--- src/rtl/sleepctl_pkg.sv ---
package sleepctl_pkg;
  typedef enum logic {MODE_ACCESS = 1'b0, MODE_MISS = 1'b1} modeE;

  // strobes from control to datapath
  typedef struct packed {
    logic loadHold;
    logic loadWake;
    logic clrIdle;
  } ctlStrobeT;

  // status from datapath to control
  typedef struct packed {
    logic holdLive;
    logic idleMet;
    logic leadOk;
    logic missLive;
  } dpStatusT;
endpackage

--- src/rtl/sleep_datapath.sv ---
module sleep_datapath
  import sleepctl_pkg::*;
#(
  parameter int CNT_W     = 16,
  parameter int WAKE_LAT  = 1,
  parameter int HOLD_INIT = 8,
  parameter int IDLE_INIT = 10,
  parameter int LEAD_INIT = 4
) (
  input  logic             clk,
  input  logic             rstN,
  input  logic             cfgWrite,
  input  logic [1:0]       cfgAddr,
  input  logic [CNT_W-1:0] cfgData,
  input  logic             missStart,
  input  logic [CNT_W-1:0] missRemain,
  input  ctlStrobeT        strobe,
  output dpStatusT         status,
  output logic             wakePending,
  output logic [CNT_W-1:0] holdLen,
  output logic [CNT_W-1:0] leadLen
);
  localparam int WAKE_W = $clog2(WAKE_LAT + 1);
  localparam int NUM_CFG = 3;

  logic [CNT_W-1:0] cfgReg [NUM_CFG];
  logic [CNT_W-1:0] holdCnt, holdNext;
  logic [CNT_W-1:0] idleCnt, idleNext;
  logic [WAKE_W-1:0] wakeCnt;
  logic missOut;

  // configuration registers, one per setting
  for (genvar g = 0; g < NUM_CFG; g++) begin : g_cfg
    localparam logic [CNT_W-1:0] INIT =
      (g == 0) ? CNT_W'(HOLD_INIT) : (g == 1) ? CNT_W'(IDLE_INIT) : CNT_W'(LEAD_INIT);
    always_ff @(posedge clk or negedge rstN) begin
      if (!rstN) cfgReg[g] <= INIT;
      else if (cfgWrite && cfgAddr == 2'(g)) cfgReg[g] <= cfgData;
    end
  end

  assign holdLen = cfgReg[0];
  assign leadLen = cfgReg[2];

  always_comb begin
    if (strobe.loadHold) holdNext = holdLen;
    else if (holdCnt != '0) holdNext = holdCnt - 1'b1;
    else holdNext = '0;

    if (!missOut || strobe.clrIdle) idleNext = '0;
    else if (idleCnt < cfgReg[1]) idleNext = idleCnt + 1'b1;
    else idleNext = idleCnt;
  end

  always_ff @(posedge clk or negedge rstN) begin
    if (!rstN) begin
      holdCnt <= '0;
      idleCnt <= '0;
      wakeCnt <= '0;
      missOut <= 1'b0;
    end else begin
      holdCnt <= holdNext;
      idleCnt <= idleNext;
      if (strobe.loadWake) wakeCnt <= WAKE_W'(WAKE_LAT);
      else if (wakeCnt != '0) wakeCnt <= wakeCnt - 1'b1;
      if (missStart) missOut <= 1'b1;
      else if (missOut && missRemain == '0) missOut <= 1'b0;
    end
  end

  assign status.holdLive = (holdNext != '0);
  assign status.idleMet  = (idleNext >= cfgReg[1]);
  assign status.leadOk   = (missRemain > leadLen);
  assign status.missLive = missOut;
  assign wakePending     = (wakeCnt != '0);

  p_wake_flag_r7: assert property (@(posedge clk) disable iff (!rstN)
    strobe.loadWake |=> wakePending);

  p_cfg_ignore_r9: assert property (@(posedge clk) disable iff (!rstN)
    (cfgWrite && cfgAddr == 2'd3) |=> ($stable(holdLen) && $stable(leadLen)));
endmodule

--- src/rtl/sleep_control.sv ---
module sleep_control
  import sleepctl_pkg::*;
(
  input  logic      clk,
  input  logic      rstN,
  input  logic      accessStrobe,
  input  logic      issueActive,
  input  logic      execActive,
  input  logic      modeSel,
  input  dpStatusT  status,
  output ctlStrobeT strobe,
  output logic      sleepOut,
  output modeE      modeReg
);
  logic sleepNext;

  assign strobe.loadHold = accessStrobe;
  assign strobe.loadWake = accessStrobe && sleepOut;
  assign strobe.clrIdle  = accessStrobe || issueActive || execActive;

  always_comb begin
    unique case (modeReg)
      MODE_ACCESS: sleepNext = !status.holdLive;
      MODE_MISS:   sleepNext = status.missLive && status.idleMet && status.leadOk;
      default:     sleepNext = 1'b1;
    endcase
  end

  always_ff @(posedge clk or negedge rstN) begin
    if (!rstN) begin
      sleepOut <= 1'b1;
      modeReg  <= MODE_ACCESS;
    end else begin
      sleepOut <= sleepNext;
      if (!sleepOut) modeReg <= modeE'(modeSel);
    end
  end

  p_mode_frozen_r8: assert property (@(posedge clk) disable iff (!rstN)
    sleepOut |=> (modeReg == $past(modeReg)));

  p_activity_wakes_r6: assert property (@(posedge clk) disable iff (!rstN)
    (modeReg == MODE_MISS && (issueActive || execActive)) |=> !sleepOut);
endmodule

--- src/rtl/cache_periph_sleep.sv ---
module cache_periph_sleep
  import sleepctl_pkg::*;
#(
  parameter int CNT_W     = 16,
  parameter int WAKE_LAT  = 1,
  parameter int HOLD_INIT = 8,
  parameter int IDLE_INIT = 10,
  parameter int LEAD_INIT = 4
) (
  input  logic             clk,
  input  logic             rstN,
  input  logic             accessStrobe,
  input  logic             missStart,
  input  logic [CNT_W-1:0] missRemain,
  input  logic             issueActive,
  input  logic             execActive,
  input  logic             modeSel,
  input  logic             cfgWrite,
  input  logic [1:0]       cfgAddr,
  input  logic [CNT_W-1:0] cfgData,
  output logic             sleepOut,
  output logic             wakePending
);
  ctlStrobeT strobe;
  dpStatusT  status;
  modeE      modeReg;
  logic [CNT_W-1:0] holdLen, leadLen;

  sleep_datapath #(
    .CNT_W(CNT_W), .WAKE_LAT(WAKE_LAT), .HOLD_INIT(HOLD_INIT),
    .IDLE_INIT(IDLE_INIT), .LEAD_INIT(LEAD_INIT)
  ) dp_i (
    .clk(clk), .rstN(rstN), .cfgWrite(cfgWrite), .cfgAddr(cfgAddr),
    .cfgData(cfgData), .missStart(missStart), .missRemain(missRemain),
    .strobe(strobe), .status(status), .wakePending(wakePending),
    .holdLen(holdLen), .leadLen(leadLen)
  );

  sleep_control ctl_i (
    .clk(clk), .rstN(rstN), .accessStrobe(accessStrobe),
    .issueActive(issueActive), .execActive(execActive), .modeSel(modeSel),
    .status(status), .strobe(strobe), .sleepOut(sleepOut), .modeReg(modeReg)
  );

  p_access_wakes_r2: assert property (@(posedge clk) disable iff (!rstN)
    (modeReg == MODE_ACCESS && accessStrobe && holdLen != '0) |=> !sleepOut);

  p_lead_wakes_r5: assert property (@(posedge clk) disable iff (!rstN)
    (modeReg == MODE_MISS && missRemain <= leadLen) |=> !sleepOut);

  p_reset_state_r1: assert property (@(posedge clk)
    $rose(rstN) |-> (sleepOut && !wakePending));
endmodule

--- config.mk ---
export PLATFORM = sky130hd
export DESIGN_NAME = cache_periph_sleep
export DESIGN_NICKNAME = d
export VERILOG_FILES = /design/src/rtl/sleepctl_pkg.sv /design/src/rtl/sleep_datapath.sv /design/src/rtl/sleep_control.sv /design/src/rtl/cache_periph_sleep.sv
export SDC_FILE = /design/constraint.sdc
export NUM_CORES = 1
export LEC_CHECK = 0
export BUFFER_PORTS_ARGS = -buffer_cell sky130_fd_sc_hd__buf_2
export CAP_MARGIN = 5
export CORE_ASPECT_RATIO = 2
export CORE_MARGIN = 4
export CORE_UTILIZATION = 60
export DETAILED_ROUTE_END_ITERATION = 8
export GPL_TIMING_DRIVEN = 0
export PLACE_DENSITY = 0.84
export SLEW_MARGIN = 20
export SYNTH_ARGS = -nofsm -noshare
export SYNTH_HDL_FRONTEND = slang
export SYNTH_SLANG_ARGS = --single-unit
--- constraint.sdc ---
create_clock -name clk -period 4.9 [get_ports clk]
set_input_delay 0.98 -clock clk [delete_from_list [all_inputs] [get_ports clk]]
set_output_delay 0.98 -clock clk [all_outputs]
set_load 0.02 [all_outputs]
* After elaboration in Yosys (flattened, before gate mapping)
Index checks and enable logic that the tools add are counted.
Operators by class: $lt $le $gt $ge 3, reduce and logical (&&, ||, !) cells 17, add/subtract/negate cells 3, eq/ne operators 2, bitwise operators 1, multiplexer cells 9
Operator list (count):
- 16-bit two-way mux | 4
- 16-bit nonzero test | 2
- 16-bit by 1-bit adder with 16-bit output, second input constant | 1
- 16-bit >= comparator | 1
- 16-bit greater-than comparator | 1
- 16-bit logical NOT | 1
- 16-bit less-than comparator | 1
- 16-bit by 1-bit subtractor with 16-bit output, second input constant | 1
- 1-bit logical AND | 7
- 1-bit two-way mux | 4
- 1-bit logical OR | 3
- 2-bit by 1-bit equality test with 1-bit output, second input constant | 1
- 2-bit equality test, second input constant | 1
- 1-bit logical NOT | 2
- 2-bit logical NOT | 1
- 1-bit case mux with 2 select lines | 1
- 2-bit nonzero test | 1
- 1-bit inverter | 1
- 1-bit subtractor, second input constant | 1
Storage, ports and cells: word-level logic and storage cells 44, bits in registers 84, output and inout bits 2

* Depth between registers and ports, before layout
Gate-level depths: netlist of the first run.
word-level depth 8, gate-level depth with buffers 18, depth with buffers taken out 17

* Cells and area by module
Synthesis of the first run repeated with hierarchy kept, for this count alone.
Second synthesis, totals: cell total of the unflattened synthesis 505, area, all modules 5222.5 µm²
Modules (own cells, without submodules):
- sleep_datapath | area each 5128.7 µm², times used 1, seq. area each 2057.0 µm², cells an instance 497
- sleep_control | area each 93.8 µm², times used 1, seq. area each 51.3 µm², cells an instance 8

* Worst setup path after synthesis of the first run
Ideal clock, no wire load.
kind register to register, from register dp_i.cfgReg[17] (netlist bit), to register ctl_i.sleepOut, slack 1.312 ns, clock period less this slack 3.588 ns, setup time 0.088 ns, data arrival time 3.501 ns, cell stages (with the launch flop) 18, path through dfstp_2 inv_1 ha_1 a21o_1 a211oi_1 o21a_1 o211ai_1 clkbuf_1 or4_1 a21oi_1 ha_1 nand2_1 o21ai_0 a21o_1 a211oi_1 a21oi_1 o221ai_1 o31ai_2
On the way: longest elaborated chain between the ends 7
RTL lines:
- start: declaration | line sleep_datapath.sv:26 | logic [CNT_W-1:0] cfgReg [NUM_CFG];
- start signal: indexed assignment | line sleep_datapath.sv:38 | else if (cfgWrite && cfgAddr == 2'(g)) cfgReg[g] <= cfgData;
- 16-bit less-than comparator | line sleep_datapath.sv:51 | else if (idleCnt < cfgReg[1]) idleNext = idleCnt + 1'b1;
- 16-bit two-way mux | line sleep_datapath.sv:51
- 16-bit two-way mux | line sleep_datapath.sv:50 | if (!missOut || strobe.clrIdle) idleNext = '0;
- via dp_i.idleNext[10] | line sleep_datapath.sv:28 | logic [CNT_W-1:0] idleCnt, idleNext;
- 16-bit >= comparator | line sleep_datapath.sv:72 | assign status.idleMet = (idleNext >= cfgReg[1]);
- 1-bit logical AND (2 in series) | line sleep_control.sv:24 | MODE_MISS: sleepNext = status.missLive && status.idleMet && status.leadOk;
- 1-bit case mux with 2 select lines | line sleep_control.sv:22 | unique case (modeReg)
- via ctl_i.sleepNext | line sleep_control.sv:15 | logic sleepNext;
- end signal: assignment | line sleep_control.sv:34 | sleepOut <= sleepNext;
- end: declaration | line sleep_control.sv:12 | output logic sleepOut,
The timed path passes the listed nets, and every way through them passes these cells. A chain may end at the register's enable or synchronous reset.

* Worst setup path after layout of the first run
Same ends and word-level chain as after synthesis.

==> results of run 1 <==
routing by layer:
layer | GRT usage, % | routed length [um] | up-vias
li1 | - | - | 1797
met1 | 25.96 | 3992 | 1892
met2 | 50.15 | 6943 | 118
met3 | 5.349 | 423 | 72
met4 | 23.95 | 1003 | 0
met5 | 0 | 0 | -
synthesized netlist by cell type, types with 2 or more instances:
master    number  share of area (%)
o211ai_1       7                1.1
nor3b_1        3               0.46
o21ai_0       18                1.8
or4_1          9                1.4
xor2_1         5               0.90
o21ai_1        2               0.21
a21o_1         7                1.1
nand4_1        9                1.2
a21oi_1       26                2.7
ha_1          49                 13
nand3_1        9               0.92
nand2b_1       4               0.51
o31ai_1       16                2.5
nor2_1        14                1.1
clkbuf_1       9               0.69
nand3b_1       3               0.46
inv_1         37                2.8
dfstp_2        5                2.7
nor3_1         3               0.31
and3_1         4               0.51
a211oi_1       4               0.62
nor4_1         9                1.2
or3_1          8                1.0
xnor2_1        9                1.6
and2_1         3               0.39
nor2b_1        5               0.64
dfrtp_1       79                 41
nor4b_1        3               0.54
nand2_1       31                2.4
mux2_2        49                 11
power by group:
part / internal, mW / switching [mW]
combinational: 0.201 / 0.224
clock: 0.475 / 0.285
sequential: 0.806 / 0.0840
total: 1.48 / 0.592
sequential cells by signal, summed over array words and instances, names as in the netlist:
register,count
dp_i.cfgReg,16
dp_i.holdCnt,16
dp_i.holdLen,16
dp_i.idleCnt,16
dp_i.leadLen,16
ctl_i.modeReg,1
ctl_i.sleepOut,1
dp_i.missOut,1
dp_i.wakePending,1
kinds of logic (layout without fill, tap and decap cells):
kind of cell	Yosys count	in the layout	share of synthesized area [%]
fa+ha+maj	49	49	12.58
xor+xnor	14	14	2.515
compound gates	88	88	11.47
buf+inv	48	108	3.927
flops	84	84	43.25
mux	50	50	11.52
simple gates	125	125	14.73
final cells by class:
| type | count | area (um^2) | area share [%] |
|---|---|---|---|
| inverters | 37 | 138.9 | 2.490 |
| clock inverters | 5 | 83.83 | 1.503 |
| well taps | 96 | 120.1 | 2.154 |
| repair buffers | 44 | 245.2 | 4.398 |
| multi-input cells | 326 | 2575 | 46.17 |
| clock buffers | 11 | 252.7 | 4.532 |
| flip-flops and latches | 84 | 2108 | 37.81 |
| plain buffers | 11 | 52.55 | 0.9423 |
worst max path at each step:
stage,from,endpoint,slack [ns]
after floorplan,dp_i.cfgReg[17],ctl_i.sleepOut,1.31
after global placement,dp_i.cfgReg[17],ctl_i.sleepOut,0.72
after detailed placement,dp_i.cfgReg[17],ctl_i.sleepOut,0.61
after CTS,dp_i.cfgReg[17],ctl_i.sleepOut,0.48
after global routing,dp_i.cfgReg[17],ctl_i.sleepOut,0.24
final,dp_i.cfgReg[17],ctl_i.sleepOut,0.38
through the flow:
step | instances | setup slack, ns | power (mW) | instance area [um^2] | hold WS (ns)
after floorplan | 458 | 1.312 | 1.172 | 4875 | 0.4612
after global placement | 597 | 0.7187 | 1.277 | 5210 | 0.4873
after detailed placement | 598 | 0.6112 | 1.317 | 5240 | 0.4952
after CTS | 614 | 0.4805 | 2.086 | 5577 | 0.5096
after global routing | 614 | 0.2355 | 2.182 | 5577 | 0.5263
final | 614 | 0.3836 | 2.074 | 5577 | 0.5065
==> metrics.txt, run 1 <==
RSZ-0062 raised after global routing no; Crit path depth 17; PwrDens 371.9 nW/um^2; Synth cell types between 40 and 50; Setup Buffers After CTS 0; worst skew pair latency around 0.34 ns; Crit path max-delay family compound AO/OA/AOI/OAI gates; GRT overflow 0; GPL Wtd Cong a little under 0.9; status finished clean; slew margin rel. 33.35%; Synth Net Count around 550; r2r worst-path depth 17; Reg2Reg Launch Point dp_i.cfgReg[17]; clk slew on worst S/H paths 0.07 ns; register bit total from synthesis 84; CTS tree built; clock sink count 84; chip height approximately 140 um; Total GRT Usage 27.95%; flop-to-flop setup slack about 0.38 ns; CP endpoint kind flop; Buffers on Ports 43; Initial DRC Count around 200; post_cts resized 0; reg-to-reg critical path endpoint ctl_i.sleepOut; Final HPWL DP a little under 10000 um; total CTS buffers 9; post-synthesis instance total 458; most frequent cells in the layout dfrtp_1, mux2_2, ha_1, buf_2, inv_1; Leakage approximately 2.6 nW; hold path endpoint dp_i.cfgReg[22]; worst hold path stage count 1; number of global-route vias before repair ~4.4k; Worst VDD drop around 0.00035 V; core area 7943 um^2; post-synthesis sequential area ratio 43.25%; WL final approximately 12000 um; ant diodes 0; largest net degree at the start of global routing 50; YS warnings 0; CP peak stage delay 0.57 ns; FFs w/ async S/R, synth 100.0%; worst hold path startpoint dp_i.cfgReg[22]; Die W between 70 and 80 um; Cell Area, Synth between 4000 and 5000 um^2; commonest non-fill, non-tap cell in the layout dfrtp_1; Worst EP arrival about 4.8 ns; Fin. Hold Viols 0; Post-CTS Hold Fix Bufs 0; CTS Buffer Depth 2; FP Rows 46; Max-cap violations 0; FILL cells ~560; crit-path max FO 10; minimum clock period 4.516 ns; Cell Chain, Critical Path inv_1 -> ha_1 -> a21o_1 -> a211oi_1 -> o21a_1 -> o211ai_1 -> clkbuf_1 -> or4_1 -> a21oi_1 -> ha_1 -> nand2_1 -> o21ai_0 -> a21o_1 -> a211oi_1 -> a21oi_1 -> o221ai_1 -> o31ai_2; Residual DRC 0; layout cells sized above 1 23.75%; Post-synth top flop dfrtp_1; Final TNS setup 0 ns; IO Count 44; drt via density ~6.3; antenna violations before repair 0; CP required 5.16 ns; worst path bufs/invs 2; Final setup viols 0; first-pass GRT wire length just over 20000 um; DRT Pass-1 Iters 4; Initial Util just over 60%; Clock Skew 0.009448 ns; Layout area overhead 14.40%; worst min path class flop to flop; post-route ant nets 0; Post-synth EDFFs 0; Slew @ Worst Pin around 1.0 ns; Slowest-stage cell, CP or4_1; CTS H-tree lvls 3; via count between 3k and 4k; Util after Layout a little over two thirds; Final Slew Violations 0; Tcrit/Tclk final approximately 90%; crit start category flop; Root Buffer clkbuf_16; Crit Path Category flop to flop; wire length per cell slightly above 20 um; Die Area between 9000 and 10000 um^2; highest clock rate roughly 220 MHz; Syn Area/Cell roughly 11 um^2; final net count slightly above 600
Power figures use the tool's default switching activity.
==> run 2, diff against run 1 <==
CELL_PAD_IN_SITES_DETAIL_PLACEMENT = 1   (was unset)
CELL_PAD_IN_SITES_GLOBAL_PLACEMENT = 2   (was unset)
CORE_UTILIZATION = 39   (was 60)
PLACE_DENSITY = 0.83   (was 0.84)
SLEW_MARGIN = 40   (was 20)
==> run 2 against run 1 <==
Via count decreased by 2.3%. Core utilization is 24 points lower. Clock power shrank 6.6%. Clock-buffer cell count fell by 1. Largest cell class unchanged. Largest power group unchanged.
==> metrics.txt, run 2 (synthesized netlist as in run 1, its figures left out) <==
Die W 87.06 um (+21%); Final TNS setup 0 ns (unchanged); Leakage 2.569 nW (-0.28%); Tot Pwr 2.036 mW (-1.8%); GRT overflow 0 (unchanged); Final setup viols 0 (unchanged); PwrDens 361.9 nW/um^2 (-2.7%); Initial Util 39.97% (-21 points); hold path endpoint dp_i.cfgReg[20]; wire length per cell 20.97 um (+4.2%); CTS Buffer Depth 2 (unchanged); Critical Path Start dp_i.idleCnt[9]; Worst VDD drop 0.0002516 V (-27%); FP Rows 57 (+24%); CP required 5.16 ns (about the same); FILL cells 1370 (+140%); first-pass GRT wire length 22270 um (+9.0%); chip height 166.1 um (+23%); final net count 604 (unchanged); drt via density 5.701 (-9.8%); WL final 13950 um (+13%); slew margin rel. 50.32% (+17 points); CP peak stage delay 0.52 ns (-0.05 ns); WHS 0.5053 ns (-0.001228 ns); highest clock rate 226.2 MHz (+2.2%); Total GRT Usage 20.39% (-7.6 points); antenna violations before repair 0 (unchanged); Worst EP arrival 4.68 ns (-0.09 ns); Layout area overhead 15.45%; crit start category flop; most frequent CP cell a21oi_1; most frequent cells in the layout dfrtp_1, mux2_2, ha_1, buf_2, inv_1; Post-CTS Hold Fix Bufs 0 (unchanged); Reg2Reg Launch Point dp_i.idleCnt[9]; r2r worst-path depth 16 (-1); total CTS buffers 9 (unchanged); Setup Buffers After CTS 0 (unchanged); status finished clean; post_cts resized 0 (unchanged); Die Area 14460 um^2 (+49%); Residual DRC 0 (unchanged); Fin. Hold Viols 0 (unchanged); RSZ-0062 raised after global routing no; Cell Chain, Critical Path ha_1 -> nand4_1 -> nor4_1 -> o31ai_1 -> o211ai_1 -> clkbuf_1 -> o31ai_1 -> a21oi_1 -> ha_1 -> a21oi_1 -> o21ai_0 -> a21o_1 -> a211oi_1 -> a21oi_1 -> o221ai_1 -> o31ai_2; reg-to-reg critical path endpoint ctl_i.sleepOut; worst hold path startpoint dp_i.cfgReg[20]; Util after Layout 46.15% (-24 points); worst min path class flop to flop; GPL Wtd Cong 0.8641 (-3.4%); Slew @ Worst Pin 0.7348 ns (-0.2628 ns); Final HPWL DP 11250 um (+17%); CP endpoint kind flop; Non-Filler Instances 665 (+8.3%); largest net degree at the start of global routing 55 (+10%); via count 3791 (-2.3%); layout cells sized above 1 24.13% (+0.39 points); Tcrit/Tclk final 90.20% (-2.0 points); Buffers on Ports 43 (unchanged); post-route ant nets 0 (unchanged); clock sink count 84 (unchanged); ant diodes 0 (unchanged); Slowest-stage cell, CP o211ai_1; core area 12200 um^2 (+54%); clk slew on worst S/H paths 0.06 ns (about the same); CTS H-tree lvls 3 (unchanged); Crit Path Category flop to flop; minimum clock period 4.420 ns (-0.09637 ns); flop-to-flop setup slack 0.48 ns (+0.10 ns); CTS tree built; number of global-route vias before repair 4366 (-0.48%); DRT Pass-1 Iters 4 (unchanged); worst hold path stage count 1 (unchanged); worst path bufs/invs 1 (-1); commonest non-fill, non-tap cell in the layout dfrtp_1; Max-cap violations 0 (unchanged); Clock Skew 0.004294 ns (-0.005154 ns); Crit path max-delay family compound AO/OA/AOI/OAI gates; Final Slew Violations 0 (unchanged); Root Buffer clkbuf_16; worst skew pair latency 0.34 ns (about the same); IO Count 44 (unchanged); placed cell count 649 (+8.5%); Initial DRC Count 70 (-65%); crit-path max FO 10 (unchanged)
run 2: changes by cell type in the layout (fill, tap and decap cells not counted):
cell	previous run	this run
inv_6	0	2
nor3b_1	3	1
nor3b_2	0	2
buf_4	2	1
buf_6	1	2
bufinv_16	2	1
clkbuf_8	2	1
run 2: layer usage:
metal  GRT usage [%]  share of wire [%]  wire length [um]  vias to the layer above
li1                -                  -                 -                     1788
met1           19.02                 33              4671                     1918
met2           40.81                 61              8460                       56
met3           2.880                2.0               274                       29
met4           9.227                3.9               541                        0
met5               0                  0                 0                        -
run 2: layout make-up:
cell class / count / area (um^2) / area share, %
buffer: 11 / 52.55 / 0.9337
clock buffer: 10 / 239.0 / 4.246
clock inverter: 6 / 71.32 / 1.267
inverter: 37 / 138.9 / 2.468
multi-input combinational: 326 / 2585 / 45.93
sequential: 84 / 2108 / 37.46
tap: 147 / 183.9 / 3.268
timing repair buffer: 44 / 249.0 / 4.424
run 2: worst max-delay path by stage:
stage / to / cells past startpoint
final: ctl_i.sleepOut / 16
after global routing: ctl_i.sleepOut / 16
after CTS: ctl_i.sleepOut / 17
after detailed placement: ctl_i.sleepOut / 16
after global placement: ctl_i.sleepOut / 17
after floorplan: ctl_i.sleepOut / 17
run 2: power by group:
part,switching (mW),internal (mW),leakage (nW)
Clock,0.297,0.413,0.146
Combinational,0.231,0.202,1.40
Sequential,0.0873,0.806,1.03
Total,0.615,1.42,2.57
run 2: per-stage QoR:
stage / area [um^2] / setup WS, ns
floorplan: 4875 / 1.312
CTS: 5623 / 0.4496
global route: 5628 / 0.1083
global placement: 5274 / 0.5425
detailed placement: 5313 / 0.4757
finish: 5628 / 0.4800
==> run 3, diff against run 2 <==
CORE_ASPECT_RATIO = 0.75   (was 2)
==> run 3 against run 2 <==
Total power is 4.6% higher. Highest routed layer unchanged. Worst setup slack worse by 0.0076 ns. Routed wire length decreased by 4.8%. Largest cell class unchanged. Worst hold slack better by 0.0016 ns.
==> metrics.txt, run 3 (synthesized netlist as in run 1, its figures left out) <==
CTS Buffer Depth 2 (unchanged); CTS tree built; ant diodes 0 (unchanged); post-route ant nets 0 (unchanged); Fin. Hold Viols 0 (unchanged); Initial DRC Count 152 (+120%); Total GRT Usage 19.29% (-1.1 points); Die Area 14370 um^2 (-0.63%); Critical Path Start dp_i.cfgReg[17]; flop-to-flop setup slack 0.47 ns (about the same); slew margin rel. 55.64% (+5.3 points); highest clock rate 225.9 MHz (-0.17%); most frequent cells in the layout dfrtp_1, mux2_2, ha_1, buf_2, inv_1; Setup Buffers After CTS 0 (unchanged); clk slew on worst S/H paths 0.06 ns (about the same); Residual DRC 0 (unchanged); reg-to-reg critical path endpoint ctl_i.sleepOut; Crit Path Category flop to flop; Final HPWL DP 10430 um (-7.2%); worst skew pair latency 0.34 ns (about the same); GRT overflow 0 (unchanged); DRT Pass-1 Iters 5 (+1); Worst VDD drop 0.0001829 V (-27%); Clock Skew 0.006177 ns (+0.001883 ns); CTS H-tree lvls 3 (unchanged); core area 12260 um^2 (+0.54%); worst min path class primary input to async pin; Post-CTS Hold Fix Bufs 0 (unchanged); commonest non-fill, non-tap cell in the layout dfrtp_1; Final setup viols 0 (unchanged); final net count 604 (unchanged); Initial Util 39.76% (-0.22 points); Buffers on Ports 43 (unchanged); Layout area overhead 16.79%; Reg2Reg Launch Point dp_i.cfgReg[17]; PwrDens 374.0 nW/um^2 (+3.4%); Tcrit/Tclk final 90.36% (+0.16 points); Worst EP arrival 4.68 ns (about the same); Slew @ Worst Pin 0.6654 ns (-0.06939 ns); WL final 13270 um (-4.8%); via count 3791 (unchanged); CP required 5.16 ns (about the same); antenna violations before repair 0 (unchanged); Final Slew Violations 0 (unchanged); total CTS buffers 9 (unchanged); Final TNS setup 0 ns (unchanged); number of global-route vias before repair 4044 (-7.4%); status finished clean; Die W 137.1 um (+57%); FP Rows 35 (-39%); crit-path max FO 10 (unchanged); IO Count 44 (unchanged); clock sink count 84 (unchanged); wire length per cell 19.40 um (-7.5%); drt via density 5.542 (-2.8%); crit start category flop; Max-cap violations 0 (unchanged); r2r worst-path depth 17 (+1); Root Buffer clkbuf_16; CP endpoint kind flop; layout cells sized above 1 24.13% (unchanged); final cell area excluding filler cells 5693 um^2 (+1.2%); RSZ-0062 raised after global routing no; DP Area 5336 um^2 (+0.45%); Leakage 2.592 nW (+0.90%); largest net degree at the start of global routing 55 (unchanged); minimum clock period 4.428 ns (+0.007646 ns); chip height 104.8 um (-37%); GPL Wtd Cong 0.8582 (-0.68%); first-pass GRT wire length 21380 um (-4.0%); Setup crit end ctl_i.sleepOut
-- run 3: changes by cell type in the layout (fill, tap and decap cells not counted) --
cell,change
a2111oi_0,-1
inv_6,-2
clkinvlp_4,-1
bufinv_16,+2
clkinv_2,+1
a2111oi_1,+1
-- run 3: timing repair --
action	in CTS	in global routing
gates resized for setup	0	1
hold endpoints to repair	0	0
setup endpoints to repair	0	1
-- run 3: area by class of cell --
type	count	area (um^2)
Sequential cell	84	2108
Inverter	37	138.9
Clock inverter	6	111.4
Clock buffer	10	239.0
Tap cell	166	207.7
Buffer	11	52.55
Fill cell	1371	6569
Timing Repair Buffer	44	249.0
Multi-Input combinational cell	326	2586
-- run 3: layer usage --
layer | GRT usage (%) | part of all wire, %
met1 | 28.18 | 51
met2 | 28.97 | 44
met3 | 3.898 | 4.4
met4 | 5.271 | 1.5
met5 | 0 | 0
-- run 3: stage by stage --
stage / instances / util, % / setup WS, ns / hold slack [ns] / total power, mW
after global placement: 667 / 43.20 / 0.5434 / 0.4867 / 1.295
after detailed placement: 668 / 43.52 / 0.4691 / 0.4971 / 1.331
final: 684 / 46.43 / 0.4724 / 0.5069 / 2.129
after CTS: 684 / 46.38 / 0.3960 / 0.5122 / 2.149
after floorplan: 458 / - / 1.312 / 0.4612 / 1.172
after global routing: 684 / 46.43 / 0.07996 / 0.5198 / 2.239
-- run 3: worst max-delay path, cell delays in order, from the launching register on --
cell and delay [ns]:
dfstp_2 0.53, inv_1 0.05, ha_1 0.28, a21o_1 0.17, a211oi_1 0.22, o21a_1 0.24
o211ai_1 0.15, clkbuf_1 0.29, or4_1 0.56, a21oi_1 0.27, ha_1 0.28, nand2_1 0.09
o21ai_0 0.10, a21o_1 0.20, a211oi_1 0.34, a21oi_1 0.13, o221ai_1 0.30, o31ai_2 0.12
-- run 3: report_power, final --
part,leakage [nW],switching [mW],total [mW],internal [mW]
Clock,0.169,0.295,0.807,0.512
Combinational,1.40,0.231,0.433,0.202
Sequential,1.03,0.0834,0.889,0.806
-- run 3: worst min-delay path by stage --
stage,endpoint,slack [ns],cells past startpoint
global placement,dp_i.leadLen[5],0.49,1
global route,dp_i.holdCnt[2],0.52,1
finish,dp_i.holdCnt[0],0.51,1
detailed placement,dp_i.holdLen[12],0.50,1
floorplan,dp_i.holdCnt[10],0.46,2
CTS,dp_i.leadLen[7],0.51,1
